File: config.mk
export PLATFORM = sky130hd
export DESIGN_NAME = ack_nest_tracker
export DESIGN_NICKNAME = d
export VERILOG_FILES = /design/src/rtl/tracker_pkg.sv /design/src/rtl/link_store.sv /design/src/rtl/clr_mask_gen.sv /design/src/rtl/ack_nest_tracker.sv
export SDC_FILE = /design/constraint.sdc
export NUM_CORES = 2
export LEC_CHECK = 0
export BUFFER_PORTS_ARGS = -buffer_cell sky130_fd_sc_hd__buf_2
export CAP_MARGIN = 20
export CORE_MARGIN = 1
export CORE_UTILIZATION = 55
export DETAILED_ROUTE_END_ITERATION = 8
export PLACE_DENSITY = 0.73
export SLEW_MARGIN = 30
export SYNTH_ARGS = -nofsm -noshare
export SYNTH_HDL_FRONTEND = slang
export SYNTH_SLANG_ARGS = --single-unit
File: constraint.sdc
create_clock -name clk -period 10.7 [get_ports clk]
set_clock_uncertainty 0.2 [all_clocks]
set_input_delay 1.07 -clock clk [delete_from_list [all_inputs] [get_ports clk]]
set_output_delay 1.07 -clock clk [all_outputs]
set_load 0.01 [all_outputs]
File: src/rtl/tracker_pkg.sv
package tracker_pkg;
    localparam int ID_W = 10;
    localparam logic [ID_W-1:0] NO_IRQ = '1;
endpackage

File: src/rtl/link_store.sv
module link_store
    import tracker_pkg::*;
#(
    parameter int NSRC   = 64,
    parameter int PRIO_W = 8,
    parameter int N_LRD  = 2,
    localparam int IDX_W = (NSRC > 1) ? $clog2(NSRC) : 1
) (
    input  logic                            clk,
    input  logic                            rst_n,
    input  logic                            link_we,
    input  logic                            prio_we,
    input  logic [IDX_W-1:0]                waddr,
    input  logic [ID_W-1:0]                 wlink,
    input  logic [PRIO_W-1:0]               wprio,
    input  logic [N_LRD-1:0][IDX_W-1:0]     lrd_addr,
    output logic [N_LRD-1:0][ID_W-1:0]      lrd_data,
    input  logic [IDX_W-1:0]                prd_addr,
    output logic [PRIO_W-1:0]               prd_data
);
    logic [ID_W-1:0]   link_q [NSRC];
    logic [PRIO_W-1:0] prio_q [NSRC];

    always_ff @(posedge clk or negedge rst_n) begin
        if (!rst_n) begin
            for (int i = 0; i < NSRC; i++) begin
                link_q[i] <= NO_IRQ;
                prio_q[i] <= '0;
            end
        end else begin
            if (link_we) link_q[waddr] <= wlink;
            if (prio_we) prio_q[waddr] <= wprio;
        end
    end

    for (genvar p = 0; p < N_LRD; p++) begin : g_lrd
        assign lrd_data[p] = (int'(lrd_addr[p]) < NSRC) ? link_q[lrd_addr[p]] : NO_IRQ;
    end

    assign prd_data = (int'(prd_addr) < NSRC) ? prio_q[prd_addr] : '0;
endmodule

File: src/rtl/clr_mask_gen.sv
module clr_mask_gen #(
    parameter int NCPU    = 4,
    parameter int CPU_IDX = 0
) (
    input  logic            all_cpu,
    output logic [NCPU-1:0] mask
);
    for (genvar c = 0; c < NCPU; c++) begin : g_bit
        if (c == CPU_IDX) begin : g_own
            assign mask[c] = 1'b1;
        end else begin : g_other
            assign mask[c] = all_cpu;
        end
    end
endmodule

File: src/rtl/ack_nest_tracker.sv
module ack_nest_tracker
    import tracker_pkg::*;
#(
    parameter int NSRC    = 64,
    parameter int PRIO_W  = 8,
    parameter int NCPU    = 4,
    parameter int CPU_IDX = 0,
    localparam int IDX_W  = (NSRC > 1) ? $clog2(NSRC) : 1,
    localparam int RP_W   = PRIO_W + 1
) (
    input  logic              clk,
    input  logic              rst_n,
    input  logic [ID_W-1:0]   pend_id_i,
    input  logic [PRIO_W-1:0] pend_prio_i,
    input  logic              pend_all_cpu_i,
    input  logic              ack_req_i,
    input  logic              eoi_req_i,
    input  logic [ID_W-1:0]   eoi_id_i,
    output logic              busy_o,
    output logic              ack_valid_o,
    output logic [ID_W-1:0]   ack_id_o,
    output logic [ID_W-1:0]   run_id_o,
    output logic [RP_W-1:0]   run_prio_o,
    output logic              clr_req_o,
    output logic [ID_W-1:0]   clr_id_o,
    output logic [NCPU-1:0]   clr_mask_o
);
    localparam logic [RP_W-1:0] IDLE_PRIO = RP_W'(1) << PRIO_W;

    typedef struct packed {
        logic [ID_W-1:0] run_id;
        logic [RP_W-1:0] run_prio;
        logic            busy;
        logic [ID_W-1:0] walk_node;
        logic [ID_W-1:0] walk_tgt;
        logic            ack_vld;
        logic [ID_W-1:0] ack_id;
        logic            clr_req;
        logic [ID_W-1:0] clr_id;
        logic [NCPU-1:0] clr_mask;
    } state_t;

    state_t st_d, st_q;

    function automatic logic in_range(input logic [ID_W-1:0] id);
        return int'(id) < NSRC;
    endfunction

    function automatic logic [IDX_W-1:0] to_idx(input logic [ID_W-1:0] id);
        return IDX_W'(id);
    endfunction

    // link memory ports
    logic                        link_we_d, prio_we_d;
    logic [IDX_W-1:0]            waddr_d;
    logic [ID_W-1:0]             wlink_d;
    logic [1:0][IDX_W-1:0]       lrd_addr;
    logic [1:0][ID_W-1:0]        lrd_data;
    logic [PRIO_W-1:0]           prd_data;
    logic [NCPU-1:0]             own_mask;

    // port 0: predecessor of the running ID, or link of the walk node
    assign lrd_addr[0] = st_q.busy ? to_idx(st_q.walk_node) : to_idx(st_q.run_id);
    // port 1: predecessor of the ID being spliced out
    assign lrd_addr[1] = to_idx(st_q.walk_tgt);

    link_store #(
        .NSRC   (NSRC),
        .PRIO_W (PRIO_W),
        .N_LRD  (2)
    ) u_links (
        .clk      (clk),
        .rst_n    (rst_n),
        .link_we  (link_we_d),
        .prio_we  (prio_we_d),
        .waddr    (waddr_d),
        .wlink    (wlink_d),
        .wprio    (pend_prio_i),
        .lrd_addr (lrd_addr),
        .lrd_data (lrd_data),
        .prd_addr (to_idx(lrd_data[0])),
        .prd_data (prd_data)
    );

    clr_mask_gen #(
        .NCPU    (NCPU),
        .CPU_IDX (CPU_IDX)
    ) u_mask (
        .all_cpu (pend_all_cpu_i),
        .mask    (own_mask)
    );

    logic eoi_go, ack_go, ack_hit;

    always_comb begin
        st_d          = st_q;
        st_d.ack_vld  = 1'b0;
        st_d.ack_id   = NO_IRQ;
        st_d.clr_req  = 1'b0;
        link_we_d     = 1'b0;
        prio_we_d     = 1'b0;
        waddr_d       = '0;
        wlink_d       = NO_IRQ;

        eoi_go  = eoi_req_i && !st_q.busy;
        ack_go  = ack_req_i && !st_q.busy && !eoi_req_i;
        ack_hit = (pend_id_i != NO_IRQ) && in_range(pend_id_i)
                  && ({1'b0, pend_prio_i} < st_q.run_prio);

        if (st_q.busy) begin
            // one link per cycle
            if (lrd_data[0] == NO_IRQ) begin
                st_d.busy = 1'b0;
            end else if (lrd_data[0] == st_q.walk_tgt) begin
                link_we_d = 1'b1;
                waddr_d   = to_idx(st_q.walk_node);
                wlink_d   = lrd_data[1];
                st_d.busy = 1'b0;
            end else begin
                st_d.walk_node = lrd_data[0];
            end
        end else if (eoi_go) begin
            if (st_q.run_id != NO_IRQ && in_range(eoi_id_i)) begin
                if (eoi_id_i == st_q.run_id) begin
                    st_d.run_id   = lrd_data[0];
                    st_d.run_prio = (lrd_data[0] == NO_IRQ) ? IDLE_PRIO
                                                            : {1'b0, prd_data};
                end else begin
                    st_d.busy      = 1'b1;
                    st_d.walk_node = st_q.run_id;
                    st_d.walk_tgt  = eoi_id_i;
                end
            end
        end else if (ack_go) begin
            st_d.ack_vld = 1'b1;
            if (ack_hit) begin
                st_d.ack_id   = pend_id_i;
                link_we_d     = 1'b1;
                prio_we_d     = 1'b1;
                waddr_d       = to_idx(pend_id_i);
                wlink_d       = st_q.run_id;
                st_d.run_id   = pend_id_i;
                st_d.run_prio = {1'b0, pend_prio_i};
                st_d.clr_req  = 1'b1;
                st_d.clr_id   = pend_id_i;
                st_d.clr_mask = own_mask;
            end
        end
    end

    always_ff @(posedge clk or negedge rst_n) begin
        if (!rst_n) begin
            st_q <= '{run_id: NO_IRQ, run_prio: IDLE_PRIO, busy: 1'b0,
                      walk_node: NO_IRQ, walk_tgt: NO_IRQ, ack_vld: 1'b0,
                      ack_id: NO_IRQ, clr_req: 1'b0, clr_id: NO_IRQ,
                      clr_mask: '0};
        end else begin
            st_q <= st_d;
        end
    end

    assign busy_o      = st_q.busy;
    assign ack_valid_o = st_q.ack_vld;
    assign ack_id_o    = st_q.ack_id;
    assign run_id_o    = st_q.run_id;
    assign run_prio_o  = st_q.run_prio;
    assign clr_req_o   = st_q.clr_req;
    assign clr_id_o    = st_q.clr_id;
    assign clr_mask_o  = st_q.clr_mask;
endmodule

Word-level counts from Yosys, hierarchy flattened
Cells that the tools add are included.
- register bits after elaboration: 1212
- latch bits: 0
- memory bits (writable): 0
- ROM bits: 0
- bits of input ports: 33
- output and inout bits: 46
- logic and storage cells: 232
- memories kept: 0
- add/subtract/negate cells: 0
- multipliers: 0
- div/mod/pow operators: 0
- order comparisons: 8
- eq/ne operators: 10
- shifts and indexed selects: 0
- mux-type cells: 52
- bitwise gates (word level): 7
- reduce and logical (&&, ||, !) cells: 17
- operator list (cell ; number):
    640-bit bitwise mux ; 1
    512-bit bitwise mux ; 1
    10-bit 2-to-1 mux ; 13
    10-bit binary-select mux with 6-bit select ; 2
    26-bit 2-to-1 mux ; 3
    19-bit 2-to-1 mux ; 4
    10-bit demux with 6-bit select ; 1
    8-bit binary-select mux with 6-bit select ; 1
    8-bit demux with 6-bit select ; 1
    21-bit 2-to-1 mux ; 2
    6-bit 2-to-1 mux ; 7
    40-bit 2-to-1 mux ; 1
    7-bit greater-or-equal comparator (second input constant) ; 4
    6-bit NOT with 7-bit output ; 4
    25-bit 2-to-1 mux ; 1
    8-bit 2-to-1 mux ; 3
    10-bit == test ; 2
    10-bit by 7-bit < comparator with 1-bit output (second input constant) ; 2
    10-bit != test (second input constant) ; 2
    11-bit 2-to-1 mux ; 1
    10-bit == test (second input constant) ; 1
    5-bit AND reduction ; 2
    8-bit by 9-bit < comparator with 1-bit output ; 1
    1-bit 2-to-1 mux ; 9
    9 further kinds ; 25

Logic depth before layout (Yosys ltp)
- word-level depth: 15
- depth in mapped cells: 22
- depth with buffers taken out: 15

Cells and area by module
Synthesis repeated with hierarchy kept, for this count alone.
- cell total of the unflattened synthesis: 4115
- area, all modules: 61958.2 µm²
- modules (own cells, without submodules) (module ; instances ; cells an instance ; area each (µm²) ; sequential area each (µm²)):
    link_store ; 1 ; 3799 ; 58402.3 ; 29628.4
    ack_nest_tracker ; 1 ; 311 ; 3522.1 ; 1610.3
    clr_mask_gen ; 1 ; 5 ; 33.8 ; 0.0

Worst setup path before layout
Ideal clock, no wire load.
- kind: reg-to-reg
- start point: register st_q (netlist bit run_id_o[0])
- end point: register u_links.prio_q[465] in the netlist's numbering
- arrival time: 4.565 ns
- required time: 10.375 ns
- path slack: 5.810 ns
- stages on the path, launching flop included: 19
- buffers on the path: 5
- path through: dfstp_2 > buf_2 > buf_1 > nor2_1 > o22ai_1 > o21ai_0 > a31oi_1 > nand4_1 > and3_1 > and3_1 > or4b_1 > nor4_4 > buf_4 > nand3_4 > buf_4 > a21oi_1 > or3b_1 > buf_2 > mux2_2
- longest elaborated chain between the ends: 15
- elaborated cells between the ends (all ways): 17
- RTL lines (element ; line ; source):
    start, declared ; ack_nest_tracker.sv:43 ; state_t st_d, st_q;
    start signal, assigned ; ack_nest_tracker.sv:153 ; st_q <= '{run_id: NO_IRQ, run_prio: IDLE_PRIO, busy: 1'b0,
    start signal, assigned ; ack_nest_tracker.sv:158 ; st_q <= st_d;
    6-bit 2-to-1 mux * ; ack_nest_tracker.sv:63 ; assign lrd_addr[0] = st_q.busy ? to_idx(st_q.walk_node) : to_idx(st_q.run_id);
    6-bit NOT with 7-bit output (implied by the code) * ; link_store.sv:37 ; assign lrd_data[p] = (int'(lrd_addr[p]) < NSRC) ? link_q[lrd_addr[p]] : NO_IRQ;
    10-bit binary-select mux with 6-bit select * ; link_store.sv:37 ;
    10-bit 2-to-1 mux (implied by the code) * (2 in a row) ; link_store.sv:37 ;
    10-bit == test ; ack_nest_tracker.sv:114 ; end else if (lrd_data[0] == st_q.walk_tgt) begin
    6-bit 2-to-1 mux ; ack_nest_tracker.sv:114 ;
    6-bit 2-to-1 mux * ; ack_nest_tracker.sv:112 ; if (lrd_data[0] == NO_IRQ) begin
    6-bit 2-to-1 mux * ; ack_nest_tracker.sv:110 ; if (st_q.busy) begin
    6-bit NOT with 7-bit output (implied by the code) * ; link_store.sv:32 ; if (prio_we) prio_q[waddr] <= wprio;
    7-bit greater-or-equal comparator (implied by the code) or 7-bit by 1-bit < comparator with 1-bit output (tied branches) ; link_store.sv:32 ;
    1-bit logical AND (implied by the code) ; link_store.sv:32 ;
    8-bit 2-to-1 mux (implied by the code) ; link_store.sv:32 ;
    8-bit demux with 6-bit select * ; link_store.sv:32 ;
    512-bit bitwise mux * ; link_store.sv:32 ;
    end signal, assigned by index ; link_store.sv:32 ;
    end, declared ; link_store.sv:22 ; logic [PRIO_W-1:0] prio_q [NSRC];
Every way passes the cells marked *; elsewhere a longest branch is shown, timed or not. The select of a mux whose other input is x is not followed.
A chain may end at the register's enable or synchronous reset.

Worst setup path in the final report
- start point: register st_q (netlist bit run_id_o[1])
- end point: register u_links.link_q[185] in the netlist's numbering
- longest elaborated chain between the ends: 15
- elaborated cells between the ends (all ways): 23
- RTL lines (element ; line ; source):
    6-bit 2-to-1 mux * ; ack_nest_tracker.sv:63 ;
    6-bit NOT with 7-bit output (implied by the code) * ; link_store.sv:37 ;
    10-bit binary-select mux with 6-bit select * ; link_store.sv:37 ;
    10-bit 2-to-1 mux (implied by the code) * (2 in a row) ; link_store.sv:37 ;
    10-bit == test ; ack_nest_tracker.sv:114 ;
    6-bit 2-to-1 mux ; ack_nest_tracker.sv:114 ;
    6-bit 2-to-1 mux ; ack_nest_tracker.sv:112 ;
    6-bit 2-to-1 mux ; ack_nest_tracker.sv:110 ;
    6-bit NOT with 7-bit output (implied by the code) ; link_store.sv:31 ; if (link_we) link_q[waddr] <= wlink;
    7-bit greater-or-equal comparator (implied by the code) or 7-bit by 1-bit < comparator with 1-bit output (tied branches) ; link_store.sv:31 ;
    1-bit logical AND (implied by the code) ; link_store.sv:31 ;
    10-bit 2-to-1 mux (implied by the code) ; link_store.sv:31 ;
    10-bit demux with 6-bit select ; link_store.sv:31 ;
    640-bit bitwise mux ; link_store.sv:31 ;
    end signal, assigned by index ; link_store.sv:31 ;
    end, declared ; link_store.sv:21 ; logic [ID_W-1:0] link_q [NSRC];
Marked as above.

==> results.md <==
* CP Data Required Time at 11.19 ns
* Minimum clock period at 8.02 ns
* Core area at 0.120 mm²
* CTS tree: built
* Fraction of layout cells with a size suffix above 1 at 0.457
* Outcome: finished, final reports clean
* Area of the multi-input gates at 0.0335 mm²
* HP Class: primary input to asynchronous set/reset pin
* WL/cell at 29.6 µm
* Slew Viols, Final at 0
* Final period util at 0.749
* Resized Gates After CTS at 0
* Clk_lat worst skew at 0.79 ns
* M1 GR Usage at 0.475
* Max VDD drop at 0.522 mV
* Max-Cap Viols at 0
* Slew headroom at 0.266
* Critical Path AT at 8.51 ns
* R2R Setup Slk at 2.68 ns
* Synth Flop Type: dfstp_2
* Post-CTS Setup Bufs at 0
* Hold-fix buffer count after cts at 0
* Grt met3 use at 0.120
* Final setup fails at 0
* Tot GR Track Use at 0.345
* Largest net degree at the start of global routing at 177
* Seq/Total Area, Yosys at 0.465
* Die H at 351 µm
* FF+latch count, synth at 1,212
* Async S/R FF share, synth at 1.00
* Mapped Cells at 5,751
* Die area at 0.123 mm²
* Fmax at 125 MHz
* CTS max path bufs at 3
* Gr busiest metal: met2
* Cell area after synthesis at 0.0671 mm²
* TNS Setup at 0 ns
* CTS buffer count at 133
* Initial antenna violation count at 14
* Number of I/O pins at 79
* Vias in the first global route at 47,800
* H-tree levels at 4
* CP Launch Type: flop
* Drt first-iter violations at 7,389
* DRC at 0
* Post-synthesis cell type count at 86
* Clock tree root driver cell: clkbuf_16
* Remaining antenna violation count at 0
* Nets at 5,554
* Crit Path Max Fanout at 38
* Row count at 127
* DRT Pass-1 Iters at 8
* Vias/cell at 6.96
* Area growth, synth to finish at 8.54%
* Hpwl dp at 138,000 µm
* Syn. warnings at 0
* Unrepaired setup endpoints after global routing: false
* FF/Latch Area at 0.0312 mm²
* RR Endpoint: u_links.link_q[185]$_DFFE_PN1P_
* GP Congestion at 0.980
* CTS sink cnt at 1,212
* Grt met2 use at 0.494
* CP Capture Type: flop
* Syn_area_per_cell at 11.7 µm²
* Final wirelength at 214,000 µm
* Least-Margin Pin Slew at 1.09 ns
* Die width at 351 µm
* Crit. Startpoint: run_id_o[1]$_DFFE_PN1P_
* Post-synth EDFFs at 0
* Syn nets at 5,791
* Power Density at 256 mW/mm²
* WS Path Type: flop to flop
* Hold_ws at 0.237 ns
* Global-route wire length before repair at 318,000 µm
* Setup crit end: u_links.link_q[185]$_DFFE_PN1P_
* Vias at 50,400
* Crit Reg-Reg Startpoint: run_id_o[1]$_DFFE_PN1P_
* R2R depth at 15
* Fillers at 9,321
* Leakage at 31.2 nW
* Final hold viol count at 0
* Count of input and output buffers at 78
* Post-Place Cells at 6,988
* Clock-pin slew on the worst setup and hold paths at 0.06 ns
* Initial core utilization at 0.557
* Layout Utilization at 0.605
* Non-Filler Instances at 7,235
* Grt ovf at 0
==> final cells by class <==
type	instances	area share
multi-input combinational	3953	0.460
sequential	1212	0.429
clock buffer	198	0.0548
tap	1612	0.0277
timing repair buffer	189	0.0200
clock inverter	41	0.00761
inverter	25	0.00129
antenna	5	0.000172
==> cell families after synthesis <==
family / count (synthesis) / share of synthesized area
muxes: 1686 / 0.314
DFF: 1212 / 0.465
and+or+nand+nor: 1221 / 0.0812
xor gates and xnor gates: 12 / 0.00157
adders and majority gates: 7 / 0.00131
buffers and inverters: 586 / 0.0392
AOI/OAI and AO/OA: 1027 / 0.0983
==> sequential cells by signal (all words and copies together), names as in the netlist <==
signal and flops:
ack_valid_o 1, run_prio_o 9, run_id_o 10, ack_id_o 10
lrd_addr 6, clr_id_o 10, busy_o 1, st_q 10
u_links.link_q 640, u_links.prio_q 512, clr_mask_o 2, clr_req_o 1
==> routing by layer <==
layer  wire, µm  part of all wire  vias up
met5        209           0.00098        -
met4       9520             0.044       16
met3      28400              0.13      589
met2      91900              0.43     3340
met1      84200              0.39    25700
li1           -                 -    20800
==> synth_stat cells, drive strengths merged (6+ instances only) <==
library cell  count  area [µm²]
nor3             16         106
buf             297        1550
nor4             30         224
a21o             10        75.1
dfrtp           525       13100
mux2           1228       13800
or3               7        43.8
a22oi           139        1040
a211o             6        52.6
o21ai           239        1200
nor2b            16         100
xor2              9        78.8
nand2b           22         138
and3             20         125
o211ai           43         328
o22a              9        78.8
a41oi             7        76.3
a21oi           155         783
a211oi           17         133
nand4            35         225
nand3           104         543
mux2i           248        2480
nand2           180         678
nor2            720        2720
and2             30         188
or2              12        75.1
dfstp           687       18100
clkbuf          264         991
o2111ai           7        73.8
ha                7        87.6
inv              24        90.1
o22ai           323        2040
a31oi            30         194
mux4            210        4730
a2111oi          12         211
==> critical path, stage by stage, from the launching register on <==
cell     delay (ns)
dfstp_2        0.84
or2_4          0.63
buf_4          0.46
o22ai_1        0.19
o21ai_0        0.22
a21oi_1        0.18
nor4_1         0.80
and3_1         0.36
a22oi_2        0.07
buf_4          0.28
nor4b_2        0.25
a21oi_1        0.69
nand3_4        0.51
o32ai_2        0.94
nand3_1        0.74
mux2_2         0.51
==> through the flow <==
step / area, µm² / power [mW] / setup slack (ns)
finish: 72800 / 18.6 / 2.68
CTS: 72700 / 18.4 / 2.58
global route: 72800 / 19.2 / 2.64
global placement: 68100 / 13.5 / 2.76
detailed placement: 68200 / 13.6 / 2.61
floorplan: 67100 / 11.0 / 5.81
==> cells in the final DEF (no fill, tap or decap), types with 30 or more instances in the layout <==
master	netlist	final
dfrtp_1	525	524
nand3_1	101	101
dfstp_2	687	682
mux2_1	48	48
o211ai_1	42	42
buf_2	160	77
clkbuf_1	264	30
a21oi_1	153	151
o22ai_1	320	317
buf_4	62	95
nand2_1	179	178
mux2i_1	248	247
a22oi_1	139	138
mux2_2	1180	1180
mux4_2	210	210
nor2_1	715	712
nand4_1	34	34
clkbuf_16	0	139
o21ai_0	236	236
==> power by group <==
group | total (mW) | switching (mW) | leakage [nW] | internal [mW]
combinational | 8.48 | 5.68 | 14.5 | 2.80
clock | 4.78 | 1.93 | 2.23 | 2.85
sequential | 5.37 | 0.433 | 14.4 | 4.94
total | 18.6 | 8.05 | 31.2 | 10.6
==> worst min path at each step <==
| stage | from | end |
|---|---|---|
| global placement | clr_id_o[4]$_DFFE_PN1P_ | clr_id_o[4]$_DFFE_PN1P_ |
| global route | rst_n | u_links.link_q[409]$_DFFE_PN1P_ |
| detailed placement | clr_id_o[3]$_DFFE_PN1P_ | clr_id_o[3]$_DFFE_PN1P_ |
| finish | rst_n | u_links.link_q[408]$_DFFE_PN1P_ |
| floorplan | clr_mask_o[0]$_DFFE_PN0P_ | clr_mask_o[0]$_DFFE_PN0P_ |
| CTS | rst_n | u_links.prio_q[461]$_DFFE_PN0P_ |
Power figures use the tool's default switching activity.
